**src/rtl/tone_pkg.sv**
```systemverilog
package tone_pkg;
  localparam int SMP_W     = 16;
  localparam int DATA_W    = 16;
  localparam int ADDR_W    = 4;
  localparam int COEF_FRAC = 14;
  localparam int NSETS     = 2;

  localparam logic [ADDR_W-1:0] A_CTRL     = 4'd0;
  localparam logic [ADDR_W-1:0] A_IRQ_MASK = 4'd1;
  localparam logic [ADDR_W-1:0] A_IRQ_PEND = 4'd2;
  localparam logic [ADDR_W-1:0] A_FSK_BIT  = 4'd3;
  localparam logic [ADDR_W-1:0] A_OFF_LEN  = 4'd4;
  localparam int SET_BASE   = 8;
  localparam int SET_STRIDE = 4;
  localparam int F_COEF     = 0;
  localparam int F_LOAD     = 1;
  localparam int F_ON       = 2;

  typedef enum logic [1:0] {PH_IDLE, PH_ON, PH_OFF} phase_e;

  function automatic logic [ADDR_W-1:0] set_addr(input int s, input int f);
    return ADDR_W'(SET_BASE + SET_STRIDE * s + f);
  endfunction

  // One resonator step: 2*cos(w)*y1 - y2, coefficient holds cos(w) in Q(COEF_FRAC)
  function automatic logic signed [SMP_W-1:0] res_next(
    input logic signed [SMP_W-1:0] coef,
    input logic signed [SMP_W-1:0] y1,
    input logic signed [SMP_W-1:0] y2);
    logic signed [2*SMP_W-1:0] prod;
    logic signed [2*SMP_W+1:0] acc;
    prod = coef * y1;
    acc  = (2*SMP_W+2)'(prod >>> (COEF_FRAC-1)) - (2*SMP_W+2)'(y2);
    if ((acc[2*SMP_W+1:SMP_W-1] == '0) || (acc[2*SMP_W+1:SMP_W-1] == '1))
      return acc[SMP_W-1:0];
    else if (acc[2*SMP_W+1])
      return {1'b1, {(SMP_W-1){1'b0}}};
    else
      return {1'b0, {(SMP_W-1){1'b1}}};
  endfunction
endpackage

```
**src/rtl/tone_regs.sv**
```systemverilog
module tone_regs
  import tone_pkg::*;
#(
  parameter int CNT_W = 16
) (
  input  logic                              clk,
  input  logic                              rst_n,
  input  logic                              wr_en_i,
  input  logic [ADDR_W-1:0]                 addr_i,
  input  logic [DATA_W-1:0]                 wdata_i,
  input  logic                              on_evt_i,
  input  logic                              off_evt_i,
  output logic                              gen_en_o,
  output logic                              fsk_en_o,
  output logic                              fsk_bit_o,
  output logic [CNT_W-1:0]                  off_len_o,
  output logic [NSETS-1:0][SMP_W-1:0]       coef_o,
  output logic [NSETS-1:0][SMP_W-1:0]       load_o,
  output logic [NSETS-1:0][CNT_W-1:0]       on_len_o,
  output logic                              irq_o,
  output logic [DATA_W-1:0]                 rdata_o
);
  localparam int NFLAG = 2;

  logic [1:0]       ctrl_q;
  logic [NFLAG-1:0] mask_q;
  logic [NFLAG-1:0] pend_q;
  logic [NFLAG-1:0] pend_clr;
  logic [NFLAG-1:0] pend_set;
  logic             bit_q;
  logic [CNT_W-1:0] off_q;

  assign pend_clr = (wr_en_i && addr_i == A_IRQ_PEND) ? wdata_i[NFLAG-1:0] : '0;
  assign pend_set = {off_evt_i, on_evt_i};

  always_ff @(posedge clk or negedge rst_n) begin
    if (!rst_n) begin
      ctrl_q <= '0;
      mask_q <= '0;
      pend_q <= '0;
      bit_q  <= 1'b0;
      off_q  <= '0;
    end else begin
      pend_q <= (pend_q & ~pend_clr) | pend_set;
      if (wr_en_i) begin
        if (addr_i == A_CTRL)     ctrl_q <= wdata_i[1:0];
        if (addr_i == A_IRQ_MASK) mask_q <= wdata_i[NFLAG-1:0];
        if (addr_i == A_FSK_BIT)  bit_q  <= wdata_i[0];
        if (addr_i == A_OFF_LEN)  off_q  <= wdata_i[CNT_W-1:0];
      end
    end
  end

  for (genvar s = 0; s < NSETS; s++) begin : g_set
    logic [SMP_W-1:0] coef_q;
    logic [SMP_W-1:0] load_q;
    logic [CNT_W-1:0] on_q;
    always_ff @(posedge clk or negedge rst_n) begin
      if (!rst_n) begin
        coef_q <= '0;
        load_q <= '0;
        on_q   <= '0;
      end else if (wr_en_i) begin
        if (addr_i == set_addr(s, F_COEF)) coef_q <= wdata_i[SMP_W-1:0];
        if (addr_i == set_addr(s, F_LOAD)) load_q <= wdata_i[SMP_W-1:0];
        if (addr_i == set_addr(s, F_ON))   on_q   <= wdata_i[CNT_W-1:0];
      end
    end
    assign coef_o[s]   = coef_q;
    assign load_o[s]   = load_q;
    assign on_len_o[s] = on_q;
  end

  always_comb begin
    rdata_o = '0;
    case (addr_i)
      A_CTRL:     rdata_o[1:0]       = ctrl_q;
      A_IRQ_MASK: rdata_o[NFLAG-1:0] = mask_q;
      A_IRQ_PEND: rdata_o[NFLAG-1:0] = pend_q;
      A_FSK_BIT:  rdata_o[0]         = bit_q;
      A_OFF_LEN:  rdata_o[CNT_W-1:0] = off_q;
      default:    rdata_o            = '0;
    endcase
    for (int s = 0; s < NSETS; s++) begin
      if (addr_i == set_addr(s, F_COEF)) rdata_o = DATA_W'(coef_o[s]);
      if (addr_i == set_addr(s, F_LOAD)) rdata_o = DATA_W'(load_o[s]);
      if (addr_i == set_addr(s, F_ON))   rdata_o = DATA_W'(on_len_o[s]);
    end
  end

  assign gen_en_o  = ctrl_q[0];
  assign fsk_en_o  = ctrl_q[1];
  assign fsk_bit_o = bit_q;
  assign off_len_o = off_q;
  assign irq_o     = |(pend_q & mask_q);

  p_flag_sticky_r7: assert property (@(posedge clk) disable iff (!rst_n)
    on_evt_i |=> pend_q[0]);
  p_flag_hold_r7: assert property (@(posedge clk) disable iff (!rst_n)
    (pend_q[1] && !(wr_en_i && addr_i == A_IRQ_PEND && wdata_i[1])) |=> pend_q[1]);
endmodule

```
**src/rtl/tone_cadence.sv**
```systemverilog
module tone_cadence
  import tone_pkg::*;
#(
  parameter int RATE_DIV = 3,
  parameter int CNT_W    = 16
) (
  input  logic                        clk,
  input  logic                        rst_n,
  input  logic                        tick_i,
  input  logic                        gen_en_i,
  input  logic                        fsk_en_i,
  input  logic                        fsk_bit_i,
  input  logic [CNT_W-1:0]            off_len_i,
  input  logic [NSETS-1:0][CNT_W-1:0] on_len_i,
  output logic                        load_o,
  output logic                        load_set_o,
  output logic                        adv_o,
  output logic                        cur_set_o,
  output logic                        tone_on_o,
  output logic                        on_evt_o,
  output logic                        off_evt_o
);
  localparam int DIV_W = (RATE_DIV > 1) ? $clog2(RATE_DIV) : 1;

  phase_e           phase_q;
  logic [CNT_W-1:0] cnt_q;
  logic [DIV_W-1:0] div_q;
  logic             set_q;

  logic             start;
  logic             step;
  logic             timed_on;
  logic [CNT_W:0]   cnt_inc;
  logic [CNT_W:0]   len_on;
  logic [CNT_W:0]   len_off;

  assign start    = gen_en_i && (phase_q == PH_IDLE);
  assign step     = tick_i && gen_en_i && (phase_q != PH_IDLE) &&
                    (fsk_en_i || div_q == DIV_W'(RATE_DIV-1));
  assign timed_on = fsk_en_i || (off_len_i != '0);
  assign cnt_inc  = {1'b0, cnt_q} + 1'b1;
  assign len_on   = (on_len_i[set_q] == '0) ? (CNT_W+1)'(1) : {1'b0, on_len_i[set_q]};
  assign len_off  = (off_len_i == '0) ? (CNT_W+1)'(1) : {1'b0, off_len_i};

  assign on_evt_o   = step && (phase_q == PH_ON) && timed_on && (cnt_inc >= len_on);
  assign off_evt_o  = step && (phase_q == PH_OFF) && (cnt_inc >= len_off);
  assign load_set_o = fsk_en_i ? fsk_bit_i : 1'b0;
  assign load_o     = start || off_evt_o || (on_evt_o && fsk_en_i);
  assign adv_o      = step && (phase_q == PH_ON) && !on_evt_o;
  assign cur_set_o  = set_q;
  assign tone_on_o  = (phase_q == PH_ON);

  always_ff @(posedge clk or negedge rst_n) begin
    if (!rst_n) begin
      phase_q <= PH_IDLE;
      cnt_q   <= '0;
      div_q   <= '0;
      set_q   <= 1'b0;
    end else if (!gen_en_i) begin
      phase_q <= PH_IDLE;
      cnt_q   <= '0;
      div_q   <= '0;
      set_q   <= 1'b0;
    end else if (start) begin
      phase_q <= PH_ON;
      cnt_q   <= '0;
      div_q   <= '0;
      set_q   <= load_set_o;
    end else begin
      if (tick_i && !fsk_en_i)
        div_q <= (div_q == DIV_W'(RATE_DIV-1)) ? '0 : div_q + 1'b1;
      if (step) begin
        if (phase_q == PH_ON) begin
          if (on_evt_o) begin
            cnt_q <= '0;
            if (fsk_en_i) set_q   <= load_set_o;
            else          phase_q <= PH_OFF;
          end else if (timed_on) begin
            cnt_q <= cnt_q + 1'b1;
          end
        end else if (off_evt_o) begin
          phase_q <= PH_ON;
          cnt_q   <= '0;
          set_q   <= load_set_o;
        end else begin
          cnt_q <= cnt_q + 1'b1;
        end
      end
    end
  end

  p_on_end_silent_r5: assert property (@(posedge clk) disable iff (!rst_n)
    (on_evt_o && !fsk_en_i) |=> !tone_on_o);
  p_off_end_sound_r5: assert property (@(posedge clk) disable iff (!rst_n)
    off_evt_o |=> tone_on_o);
  p_step_on_tick_r4: assert property (@(posedge clk) disable iff (!rst_n)
    (adv_o || on_evt_o || off_evt_o) |-> tick_i);
  p_continuous_r6: assert property (@(posedge clk) disable iff (!rst_n)
    (!fsk_en_i && off_len_i == '0 && tone_on_o) |-> !on_evt_o);
  p_disable_idle_r11: assert property (@(posedge clk) disable iff (!rst_n)
    !gen_en_i |=> !tone_on_o);
  p_fsk_stays_on_r9: assert property (@(posedge clk) disable iff (!rst_n)
    (fsk_en_i && gen_en_i && tone_on_o) |=> (tone_on_o || !$past(gen_en_i) ||
                                              !$past(fsk_en_i)));
endmodule

```
**src/rtl/tone_resonator.sv**
```systemverilog
module tone_resonator
  import tone_pkg::*;
(
  input  logic                    clk,
  input  logic                    rst_n,
  input  logic                    load_i,
  input  logic                    adv_i,
  input  logic signed [SMP_W-1:0] coef_i,
  input  logic signed [SMP_W-1:0] load_val_i,
  output logic signed [SMP_W-1:0] y_o
);
  logic signed [SMP_W-1:0] y1_q;
  logic signed [SMP_W-1:0] y2_q;

  always_ff @(posedge clk or negedge rst_n) begin
    if (!rst_n) begin
      y1_q <= '0;
      y2_q <= '0;
    end else if (load_i) begin
      y1_q <= '0;
      y2_q <= -load_val_i;
    end else if (adv_i) begin
      y1_q <= res_next(coef_i, y1_q, y2_q);
      y2_q <= y1_q;
    end
  end

  assign y_o = y1_q;

  p_load_zero_r3: assert property (@(posedge clk) disable iff (!rst_n)
    load_i |=> (y1_q == '0));
  p_shift_r3: assert property (@(posedge clk) disable iff (!rst_n)
    (adv_i && !load_i) |=> (y2_q == $past(y1_q)));
  p_hold_r3: assert property (@(posedge clk) disable iff (!rst_n)
    (!adv_i && !load_i) |=> $stable(y1_q));
endmodule

```
**src/rtl/tone_gen_top.sv**
```systemverilog
module tone_gen_top
  import tone_pkg::*;
#(
  parameter int RATE_DIV = 3,
  parameter int CNT_W    = 16
) (
  input  logic              clk,
  input  logic              rst_n,
  input  logic              tick_i,
  input  logic              wr_en_i,
  input  logic [3:0]        addr_i,
  input  logic [15:0]       wdata_i,
  output logic [15:0]       rdata_o,
  output logic signed [15:0] sample_o,
  output logic              tone_on_o,
  output logic              irq_o
);
  logic                        gen_en, fsk_en, fsk_bit;
  logic [CNT_W-1:0]            off_len;
  logic [NSETS-1:0][SMP_W-1:0] coef, load_val;
  logic [NSETS-1:0][CNT_W-1:0] on_len;
  logic                        on_evt, off_evt;
  logic                        load, load_set, adv, cur_set, tone_on;
  logic signed [SMP_W-1:0]     res_y;

  tone_regs #(.CNT_W(CNT_W)) u_regs (
    .clk(clk), .rst_n(rst_n), .wr_en_i(wr_en_i), .addr_i(addr_i),
    .wdata_i(wdata_i), .on_evt_i(on_evt), .off_evt_i(off_evt),
    .gen_en_o(gen_en), .fsk_en_o(fsk_en), .fsk_bit_o(fsk_bit),
    .off_len_o(off_len), .coef_o(coef), .load_o(load_val),
    .on_len_o(on_len), .irq_o(irq_o), .rdata_o(rdata_o));

  tone_cadence #(.RATE_DIV(RATE_DIV), .CNT_W(CNT_W)) u_cad (
    .clk(clk), .rst_n(rst_n), .tick_i(tick_i), .gen_en_i(gen_en),
    .fsk_en_i(fsk_en), .fsk_bit_i(fsk_bit), .off_len_i(off_len),
    .on_len_i(on_len), .load_o(load), .load_set_o(load_set), .adv_o(adv),
    .cur_set_o(cur_set), .tone_on_o(tone_on), .on_evt_o(on_evt),
    .off_evt_o(off_evt));

  tone_resonator u_res (
    .clk(clk), .rst_n(rst_n), .load_i(load), .adv_i(adv),
    .coef_i(coef[cur_set]), .load_val_i(load_val[load_set]), .y_o(res_y));

  assign tone_on_o = tone_on;
  assign sample_o  = tone_on ? res_y : '0;

  p_irq_needs_flag_r8: assert property (@(posedge clk) disable iff (!rst_n)
    $rose(irq_o) |-> ($past(on_evt) || $past(off_evt) ||
                      $past(wr_en_i) || $past(irq_o)));
endmodule

```
**config.mk**
```make
export PLATFORM = sky130hd
export DESIGN_NAME = tone_gen_top
export DESIGN_NICKNAME = d
export VERILOG_FILES = /design/src/rtl/tone_pkg.sv /design/src/rtl/tone_regs.sv /design/src/rtl/tone_cadence.sv /design/src/rtl/tone_resonator.sv /design/src/rtl/tone_gen_top.sv
export SDC_FILE = /design/constraint.sdc
export NUM_CORES = 1
export LEC_CHECK = 0
export ABC_CLOCK_PERIOD_IN_PS = 8210
export BUFFER_PORTS_ARGS = -buffer_cell sky130_fd_sc_hd__buf_2
export CAP_MARGIN = 25
export CELL_PAD_IN_SITES_DETAIL_PLACEMENT = 1
export CELL_PAD_IN_SITES_GLOBAL_PLACEMENT = 1
export CORE_UTILIZATION = 47
export DETAILED_ROUTE_END_ITERATION = 12
export PLACE_DENSITY_LB_ADDON = 0.1
export SLEW_MARGIN = 25
export SYNTH_ARGS = -nofsm -noshare
export SYNTH_HDL_FRONTEND = slang
export SYNTH_HIERARCHICAL = 1
export SYNTH_SLANG_ARGS = --single-unit
```
**constraint.sdc**
```tcl
create_clock -name clk -period 8.21 [get_ports clk]
set_input_delay 1.2315 -clock clk [delete_from_list [all_inputs] [get_ports clk]]
set_output_delay 1.2315 -clock clk [all_outputs]
set_load 0.02 [all_outputs]
```
==> results.json, run 1 <==
{
  "slowest_delay_ps": 560,
  "crit_fanout": 6,
  "grtUsageTotal_pct": 31.0,
  "seq_area_frac_synth_pct": 20.9,
  "die_h_um": 211,
  "seqCellArea_sq_um": 4310,
  "diodes": 0,
  "critPathSlowestCell": "fa_1",
  "clkTransAtPathRegs_ps": 80,
  "yosysTopAreaCell": "fa_1",
  "route.detailed.drc": 0,
  "muxShareOfSynthArea_pct": 10.4,
  "firstDrtPassIters": 5,
  "coreArea_sq_um": 43200,
  "ios": 58,
  "grt_start_max_net_pins": 66,
  "arrival_ps": 9030,
  "dieWidth_um": 211,
  "slew_headroom_pct": 26.7,
  "multiInputGateArea_sq_um": 15100,
  "synth_fa_ha_area_share_pct": 33.5,
  "synth_top_family_by_area": "adder cells",
  "finalWirelength_um": 66200,
  "cts_tree": "built",
  "die_area_sq_um": 44700,
  "setup_ws_ps": -491,
  "grt_pass1_wl_um": 106000,
  "grt_pass1_vias": 18500,
  "via_per_inst": 5.63,
  "required_ps": 8540,
  "antenna_found_initial": 0,
  "async_reset_ff_share_pct": 100,
  "rows": 76,
  "finClkSkew_ps": 13.4,
  "worst_pin_slew_ps": 1100,
  "hold_path.class": "reg2reg",
  "synth_top_area_share_pct": 25.4,
  "grt_overflow": 0,
  "path_common_cell": "fa_1",
  "num-nets-final": 2732,
  "numCtsBuffers": 17,
  "synth_common_cells": "333 x inv_1, 262 x fa_1, 188 x nand2_1",
  "avgSynthCellArea_sq_um": 9.78,
  "clk_latency_ps": 450,
  "fin_tns_setup_ps": -6650,
  "drive_above_1_share_pct": 25.6,
  "drt-initial-drc-count": 979,
  "postCtsHoldBufs": 0,
  "syn_area_sq_um": 20600,
  "status": "finished with violations",
  "root_buffer": "clkbuf_16",
  "wl_per_cell_um": 22.7,
  "vias": 16400,
  "ant_nets": 0,
  "period_share_pct": 106,
  "synth-compound-area-share_pct": 9.30,
  "rsz0062_at_grt": "yes",
  "yosysMostFrequentCell": "inv_1",
  "synth_edf_count": 0,
  "cts.sinks": 172,
  "drv_cap": 0,
  "layout_min_cycle_time_ps": 8700,
  "ys_types": 93,
  "hpwl_um": 51200,
  "maxSlewViolCount": 0,
  "clock_path_buffers": 2,
  "violations": "negative setup slack",
  "ys_ff_latch": 172,
  "hold_viol": 0,
  "numPortBuffers": 57,
  "critical_path_class": "reg2reg",
  "routabilityCongestion": 0.874,
  "htreeDepth": 4,
  "synth_nets": 2525,
  "critPathLaunchType": "register",
  "synth_ff_type": "dfrtp_1",
  "layout-area-overhead-vs-synth_pct": 18.0,
  "setup_viol": 16,
  "synth_warnings": 6,
  "yosys.area_share.simple_pct": 14.6,
  "nFillCells": 4872,
  "endpoint_kind": "register",
  "synth_cells": 2107,
  "initial_core_util_pct": 47.8,
  "fmax_mhz": 115,
  "synth-xor-area-share_pct": 2.63,
  "synth.area.top_cells": "fa_1 25%, dfrtp_1 21%, ha_1 8.0%"
}
## layout by cell type (no fill, tap or decap), types with 16 or more instances in the layout
| master | Yosys | layout |
|---|---|---|
| buf_4 | 7 | 204 |
| nand4_1 | 17 | 17 |
| nand2_1 | 188 | 183 |
| a21o_1 | 18 | 18 |
| mux2_2 | 110 | 108 |
| mux2_4 | 20 | 23 |
| a21oi_1 | 52 | 36 |
| mux2_1 | 20 | 20 |
| o22ai_1 | 18 | 16 |
| o21ai_0 | 53 | 47 |
| nor3_1 | 19 | 16 |
| dfrtp_1 | 172 | 171 |
| and2_1 | 142 | 131 |
| xnor2_1 | 36 | 35 |
| fa_1 | 262 | 253 |
| buf_2 | 17 | 56 |
| nand2b_1 | 25 | 22 |
| ha_1 | 132 | 118 |
| buf_6 | 8 | 17 |
| nand3_1 | 54 | 51 |
| clkbuf_16 | 0 | 17 |
| nor2_1 | 59 | 54 |
| xor2_1 | 26 | 25 |
| inv_1 | 333 | 327 |
| mux2i_1 | 38 | 38 |
## layer usage
metal / GRT usage [%] / up-vias / wire [um]
met3: 3.00 / 79 / 2540
met1: 43.7 / 8618 / 30300
met2: 51.5 / 391 / 32300
met5: 0 / - / 0
li1: - / 7309 / -
met4: 7.30 / 0 / 1140
## what timing repair did
action	in CTS	in global routing
gates cloned	3	0
setup buffers	26	12
endpoints found under the setup margin	16	16
resized for setup	112	30
pin swaps	50	37
## area by class of cell
type	count	share of cell area, %
clock buffers	18	1.76
flip-flops and latches	172	17.7
clock inverters	14	0.843
inverters	334	5.16
repair buffers	290	9.29
well taps	585	3.01
multi-input cells	1499	62.2
## worst max-delay path: cells and delay by family (launching register included)
kind	cells	cell delay [ps]
and+or+nand+nor	10	1830
DFF	1	470
xor gates and xnor gates	1	160
buffers and inverters	7	860
muxes	1	330
adders and majority gates	8	3580
AOI/OAI and AO/OA	6	1300
## kinds of logic (layout without fill, tap and decap cells)
group	count (synthesis)	after routing
muxes	188	189
and+or+nand+nor	575	575
DFF	172	172
adders and majority gates	394	394
AOI/OAI and AO/OA	279	279
buffers and inverters	437	656
xor gates and xnor gates	62	62
## sequential cells by signal, summed over array words and instances (netlist names)
name                 count
u_res/y_o               16
u_regs/fsk_bit_o         1
u_regs/off_len_o        16
u_cad/div_q              2
u_regs/mask_q            2
u_regs/g_set.coef_q     32
u_res/y2_q              16
u_cad/cur_set_o          1
u_regs/ctrl_q            2
u_cad/cnt_q             16
u_regs/g_set.load_q     32
u_regs/pend_q            2
u_cad/phase_q            2
u_regs/g_set.on_q       32
## per-stage QoR
| step | instances | setup WS [ps] | utilization [%] | instance area, sq um | hold slack [ps] |
|---|---|---|---|---|---|
| global placement | 2840 | -394 | 52.6 | 22700 | 515 |
| detailed placement | 2841 | -681 | 52.7 | 22700 | 523 |
| floorplan | 2107 | 3.75 | - | 20700 | 469 |
| CTS | 2900 | -382 | 55.7 | 24100 | 538 |
| global route | 2912 | -771 | 56.4 | 24300 | 552 |
| finish | 2912 | -491 | 56.4 | 24300 | 537 |
## path summary, 6_finish.rpt
check	slack [ps]	startpoint	endpoint	depth (start not counted)
worst max register to register	-490	u_cad/cur_set_o	u_res/y_o[13]	33
max in group asynchronous	6230	rst_n	u_regs/g_set[0].load_q[15]	2
worst min-delay path	540	u_regs/g_set[0].on_q[7]	u_regs/g_set[0].on_q[7]	1
min in group asynchronous	700	rst_n	u_cad/cnt_q[9]	1
worst min register to register	540	u_regs/g_set[0].on_q[7]	u_regs/g_set[0].on_q[7]	1
worst max-delay path	-490	u_cad/cur_set_o	u_res/y_o[13]	33
Power of run 1 is not shown: default switching activity piles up to over one toggle a cycle in this logic, so the estimate is an artifact.
==> run 2: changes to the inputs <==
Settings changed: SLEW_MARGIN 25 to 40, SYNTH_HIERARCHICAL 1 to unset.
==> results.json, run 2 <==
{
  "synth_edf_count": 0,
  "finalWirelength_um": 63100,
  "synth_warnings": 0,
  "yosysMostFrequentCell": "inv_1",
  "status": "finished with violations",
  "grtUsageTotal_pct": 29.8,
  "root_buffer": "clkbuf_16",
  "routabilityCongestion": 0.879,
  "via_per_inst": 5.68,
  "async_reset_ff_share_pct": 100,
  "drt-initial-drc-count": 752,
  "finClkSkew_ps": 11.0,
  "arrival_ps": 8810,
  "maxSlewViolCount": 0,
  "vias": 16100,
  "syn_area_sq_um": 20200,
  "clock_path_buffers": 2,
  "crit_fanout": 8,
  "seq_area_frac_synth_pct": 21.3,
  "critPathSlowestCell": "fa_1",
  "nFillCells": 4658,
  "firstDrtPassIters": 5,
  "synth_nets": 2490,
  "final_cell_mix": "331 x inv_1, 246 x fa_1, 207 x buf_4",
  "ys_types": 69,
  "endpoint_kind": "register",
  "top_regs": "u_regs.g_set.coef_q: 32 flops, u_regs.g_set.load_q: 32 flops, u_regs.g_set.on_q: 32 flops",
  "hold_path.class": "reg2reg",
  "drv_cap": 0,
  "die_area_sq_um": 43800,
  "grt_pass1_wl_um": 101000,
  "worst_pin_slew_ps": 900,
  "die_h_um": 209,
  "route.detailed.drc": 0,
  "num-nets-final": 2705,
  "postCtsHoldBufs": 0,
  "avgSynthCellArea_sq_um": 9.74,
  "grt_pass1_vias": 18000,
  "dp_slack_ps": -914,
  "critPathLaunchType": "register",
  "drive_above_1_share_pct": 26.0,
  "ant_nets": 0,
  "htreeDepth": 4,
  "setup_viol": 15,
  "required_ps": 8530,
  "period_share_pct": 103,
  "slowest_delay_ps": 540,
  "cts.sinks": 172,
  "numPortBuffers": 57,
  "rsz0062_at_grt": "yes",
  "hpwl_um": 49500,
  "synth_ff_type": "dfrtp_1",
  "yosysTopAreaCell": "fa_1",
  "rows": 75,
  "clk_latency_ps": 450,
  "cts_tree": "built",
  "slew_headroom_pct": 39.4,
  "final_common_cell": "inv_1",
  "layout-area-overhead-vs-synth_pct": 18.6,
  "numCtsBuffers": 17,
  "synth_top_area_share_pct": 26.0,
  "fmax_mhz": 118,
  "layout_min_cycle_time_ps": 8480,
  "dieWidth_um": 209,
  "synth_common_cells": "352 x inv_1, 262 x fa_1, 181 x nand2_1",
  "ios": 58,
  "clkTransAtPathRegs_ps": 70,
  "wl_per_cell_um": 22.2,
  "initial_core_util_pct": 47.9,
  "hold_viol": 0,
  "violations": "negative setup slack",
  "grt_overflow": 0,
  "coreArea_sq_um": 42100,
  "antenna_found_initial": 0,
  "diodes": 0,
  "grt_start_max_net_pins": 101,
  "setup_ws_ps": -272,
  "ys_ff_latch": 172,
  "critical_path_class": "reg2reg",
  "fin_tns_setup_ps": -3560,
  "synth.area.top_cells": "fa_1 26%, dfrtp_1 21%, ha_1 8.2%",
  "synth_cells": 2072
}
## run 2: cell families (layout without fill, tap and decap cells)
logic type      after synthesis  count (layout)  share of synthesized area (%)
flops                       172             172                           21.3
simple gates                550             550                           13.8
compound gates              268             268                           9.74
fa+ha+maj                   394             394                           34.2
mux                         180             180                           9.75
xor+xnor                     64              64                           2.78
buf+inv                     444             672                           8.45
## run 2: layout make-up
cell class | instances | area (sq um) | share of cell area (%)
inverters | 352 | 1320 | 5.52
multi-input cells | 1456 | 14800 | 61.8
flip-flops and latches | 172 | 4300 | 18.0
repair buffers | 288 | 2200 | 9.19
clock inverters | 12 | 185 | 0.774
clock buffers | 20 | 457 | 1.91
well taps | 539 | 674 | 2.82
## run 2: stage by stage
step | hold WS, ps | utilization [%] | cell area, sq um | cells
after detailed placement | 502 | 52.8 | 22200 | 2764
after floorplan | 466 | - | 20200 | 2072
after global routing | 536 | 56.8 | 23900 | 2839
final | 513 | 56.8 | 23900 | 2839
after CTS | 522 | 55.9 | 23500 | 2821
after global placement | 499 | 52.7 | 22200 | 2764
## run 2: repair_timing
action,in CTS,in global routing
gates cloned,1,0
pin swaps,30,68
buffers inserted,24,18
gates resized for setup,101,71
setup endpoints to repair,16,15
endpoints found under the hold margin,0,0
## run 2: worst paths after layout
kind                                  from                   endpoint  slack, ps  cells after the start
min                          u_res.y2_q[6]              u_res.y2_q[6]        510                      1
min reg2reg                  u_res.y2_q[6]              u_res.y2_q[6]        510                      1
max in group asynchronous            rst_n  u_regs.g_set[0].coef_q[4]       6130                      3
min in group asynchronous            rst_n             u_cad.cnt_q[7]        640                      1
max                        u_cad.cur_set_o               u_res.y_o[1]       -270                     34
max reg2reg                u_cad.cur_set_o               u_res.y_o[1]       -270                     34
## run 2: worst max-delay path, delay by kind of cell, from the launching register on
| family | cells | cell delay (ps) |
|---|---|---|
| xor gates and xnor gates | 1 | 90 |
| adders and majority gates | 8 | 3450 |
| muxes | 1 | 340 |
| AOI/OAI and AO/OA | 11 | 2280 |
| DFF | 1 | 380 |
| and+or+nand+nor | 4 | 780 |
| buffers and inverters | 9 | 1040 |
## run 2: metal layers
layer  track usage [%]  share of wire (%)  routed length (um)  vias to the layer above
met5                 0                  0                   0                        -
met1              40.1                 44               27600                     8534
met2              50.3                 50               31700                      307
li1                  -                  -                   -                     7228
met4              8.42                2.3                1450                        0
met3              4.07                3.8                2410                       70
Power of run 2 is left out for the same reason.
==> run 3: changes to the inputs <==
Settings changed: SYNTH_HIERARCHICAL set to 1.
==> results.json, run 3 (synthesized netlist as in run 1, its figures left out) <==
{
  "grt_overflow": 0,
  "route.detailed.drc": 0,
  "final_cell_mix": "324 x inv_1, 252 x fa_1, 195 x buf_4",
  "layout-area-overhead-vs-synth_pct": 18.1,
  "wl_per_cell_um": 23.0,
  "drive_above_1_share_pct": 25.7,
  "hold_viol": 0,
  "vias": 16500,
  "required_ps": 8540,
  "die_area_sq_um": 44700,
  "postCtsHoldBufs": 0,
  "hold_path.class": "reg2reg",
  "endpoint_kind": "register",
  "grt_pass1_wl_um": 105000,
  "numCtsBuffers": 17,
  "rsz0062_at_grt": "yes",
  "clkTransAtPathRegs_ps": 70,
  "htreeDepth": 4,
  "maxSlewViolCount": 0,
  "rows": 76,
  "layout_min_cycle_time_ps": 8820,
  "via_per_inst": 5.66,
  "fmax_mhz": 113,
  "worst_pin_slew_ps": 779,
  "critPathSlowestCell": "fa_2",
  "cts_tree": "built",
  "die_h_um": 211,
  "final_common_cell": "inv_1",
  "hpwl_um": 51400,
  "root_buffer": "clkbuf_16",
  "critPathLaunchType": "register",
  "grtUsageTotal_pct": 30.8,
  "numPortBuffers": 57,
  "final_core_util_pct": 56.4,
  "clk_latency_ps": 440,
  "grt_start_max_net_pins": 66,
  "cts.sinks": 172,
  "finClkSkew_ps": 11.2,
  "drt-initial-drc-count": 1003,
  "setup_viol": 16,
  "ant_nets": 0,
  "slowest_delay_ps": 600,
  "finalWirelength_um": 66800,
  "grt_pass1_vias": 18300,
  "status": "finished with violations",
  "dieWidth_um": 211,
  "top_regs": "u_regs/g_set.coef_q: 32 flops, u_regs/g_set.load_q: 32 flops, u_regs/g_set.on_q: 32 flops",
  "period_share_pct": 107,
  "num-nets-final": 2728,
  "ios": 58,
  "violations": "negative setup slack",
  "antenna_found_initial": 1,
  "coreArea_sq_um": 43200,
  "slew_headroom_pct": 48.0,
  "initial_core_util_pct": 47.8,
  "routabilityCongestion": 0.874,
  "critical_path_class": "reg2reg",
  "setup_ws_ps": -614,
  "drv_cap": 0,
  "firstDrtPassIters": 5,
  "clock_path_buffers": 2,
  "crit_fanout": 7,
  "dp_slack_ps": -699,
  "arrival_ps": 9150
}
## run 3: changes by cell type in the layout (fill, tap and decap cells not counted), moves of 13 or more
| cell | delta |
|---|---|
| o21ai_0 | +26 |
| a221o_1 | -25 |
| mux2_1 | +20 |
| and2_1 | +18 |
| a22oi_1 | -15 |
| a222oi_1 | -14 |
| a2bb2oi_1 | +14 |
| o22ai_1 | +14 |
| inv_2 | -13 |
| nand2_1 | +13 |
## run 3: layout make-up
class,count,area (sq um)
Antenna cell,1,2.50
Clock buffer,18,439
Clock inverter,14,179
Fill cell,4888,18800
Inverter,334,1260
Multi-Input combinational cell,1499,15200
Sequential cell,172,4310
Tap cell,585,732
Timing Repair Buffer,286,2210
## run 3: path summary, 6_finish.rpt
path / slack (ps) / endpoint / cells after the start / startpoint
worst max-delay path: -610 / u_res/y_o[14] / 33 / u_cad/cur_set_o
worst min-delay path: 530 / u_regs/g_set[0].on_q[7] / 1 / u_regs/g_set[0].on_q[7]
worst max register to register: -610 / u_res/y_o[14] / 33 / u_cad/cur_set_o
worst min register to register: 530 / u_regs/g_set[0].on_q[7] / 1 / u_regs/g_set[0].on_q[7]
max in group asynchronous: 6480 / u_res/y_o[0] / 2 / rst_n
min in group asynchronous: 720 / u_cad/cnt_q[6] / 1 / rst_n
## run 3: metrics by stage
step | cells | hold slack (ps) | TNS, ps | area (sq um)
after floorplan | 2107 | 469 | 0 | 20700
after global placement | 2840 | 515 | -5600 | 22700
after detailed placement | 2845 | 523 | -9810 | 22800
after CTS | 2900 | 538 | -5830 | 24000
after global routing | 2908 | 547 | -12060 | 24400
final | 2909 | 534 | -8410 | 24400
## run 3: repair_timing
| item | CTS | global route |
|---|---|---|
| cloned | 3 | 0 |
| pin swaps | 38 | 15 |
| endpoints found under the setup margin | 16 | 16 |
| gates resized for setup | 91 | 58 |
| setup buffers | 22 | 11 |
## run 3: routing by layer
metal / track usage, % / vias to the layer above / part of all wire (%)
li1: - / 7301 / -
met1: 43.1 / 8704 / 45
met2: 51.3 / 374 / 49
met3: 3.56 / 86 / 4.1
met4: 6.72 / 0 / 1.8
met5: 0 / - / 0
## run 3: worst max-delay path, delay by kind of cell, from the launching register on
family	cells	cell delay, ps
flops	1	490
mux	1	370
buf+inv	7	750
compound gates	12	2900
simple gates	4	460
xor+xnor	1	150
fa+ha+maj	8	3540
Power of run 3 is left out for the same reason.
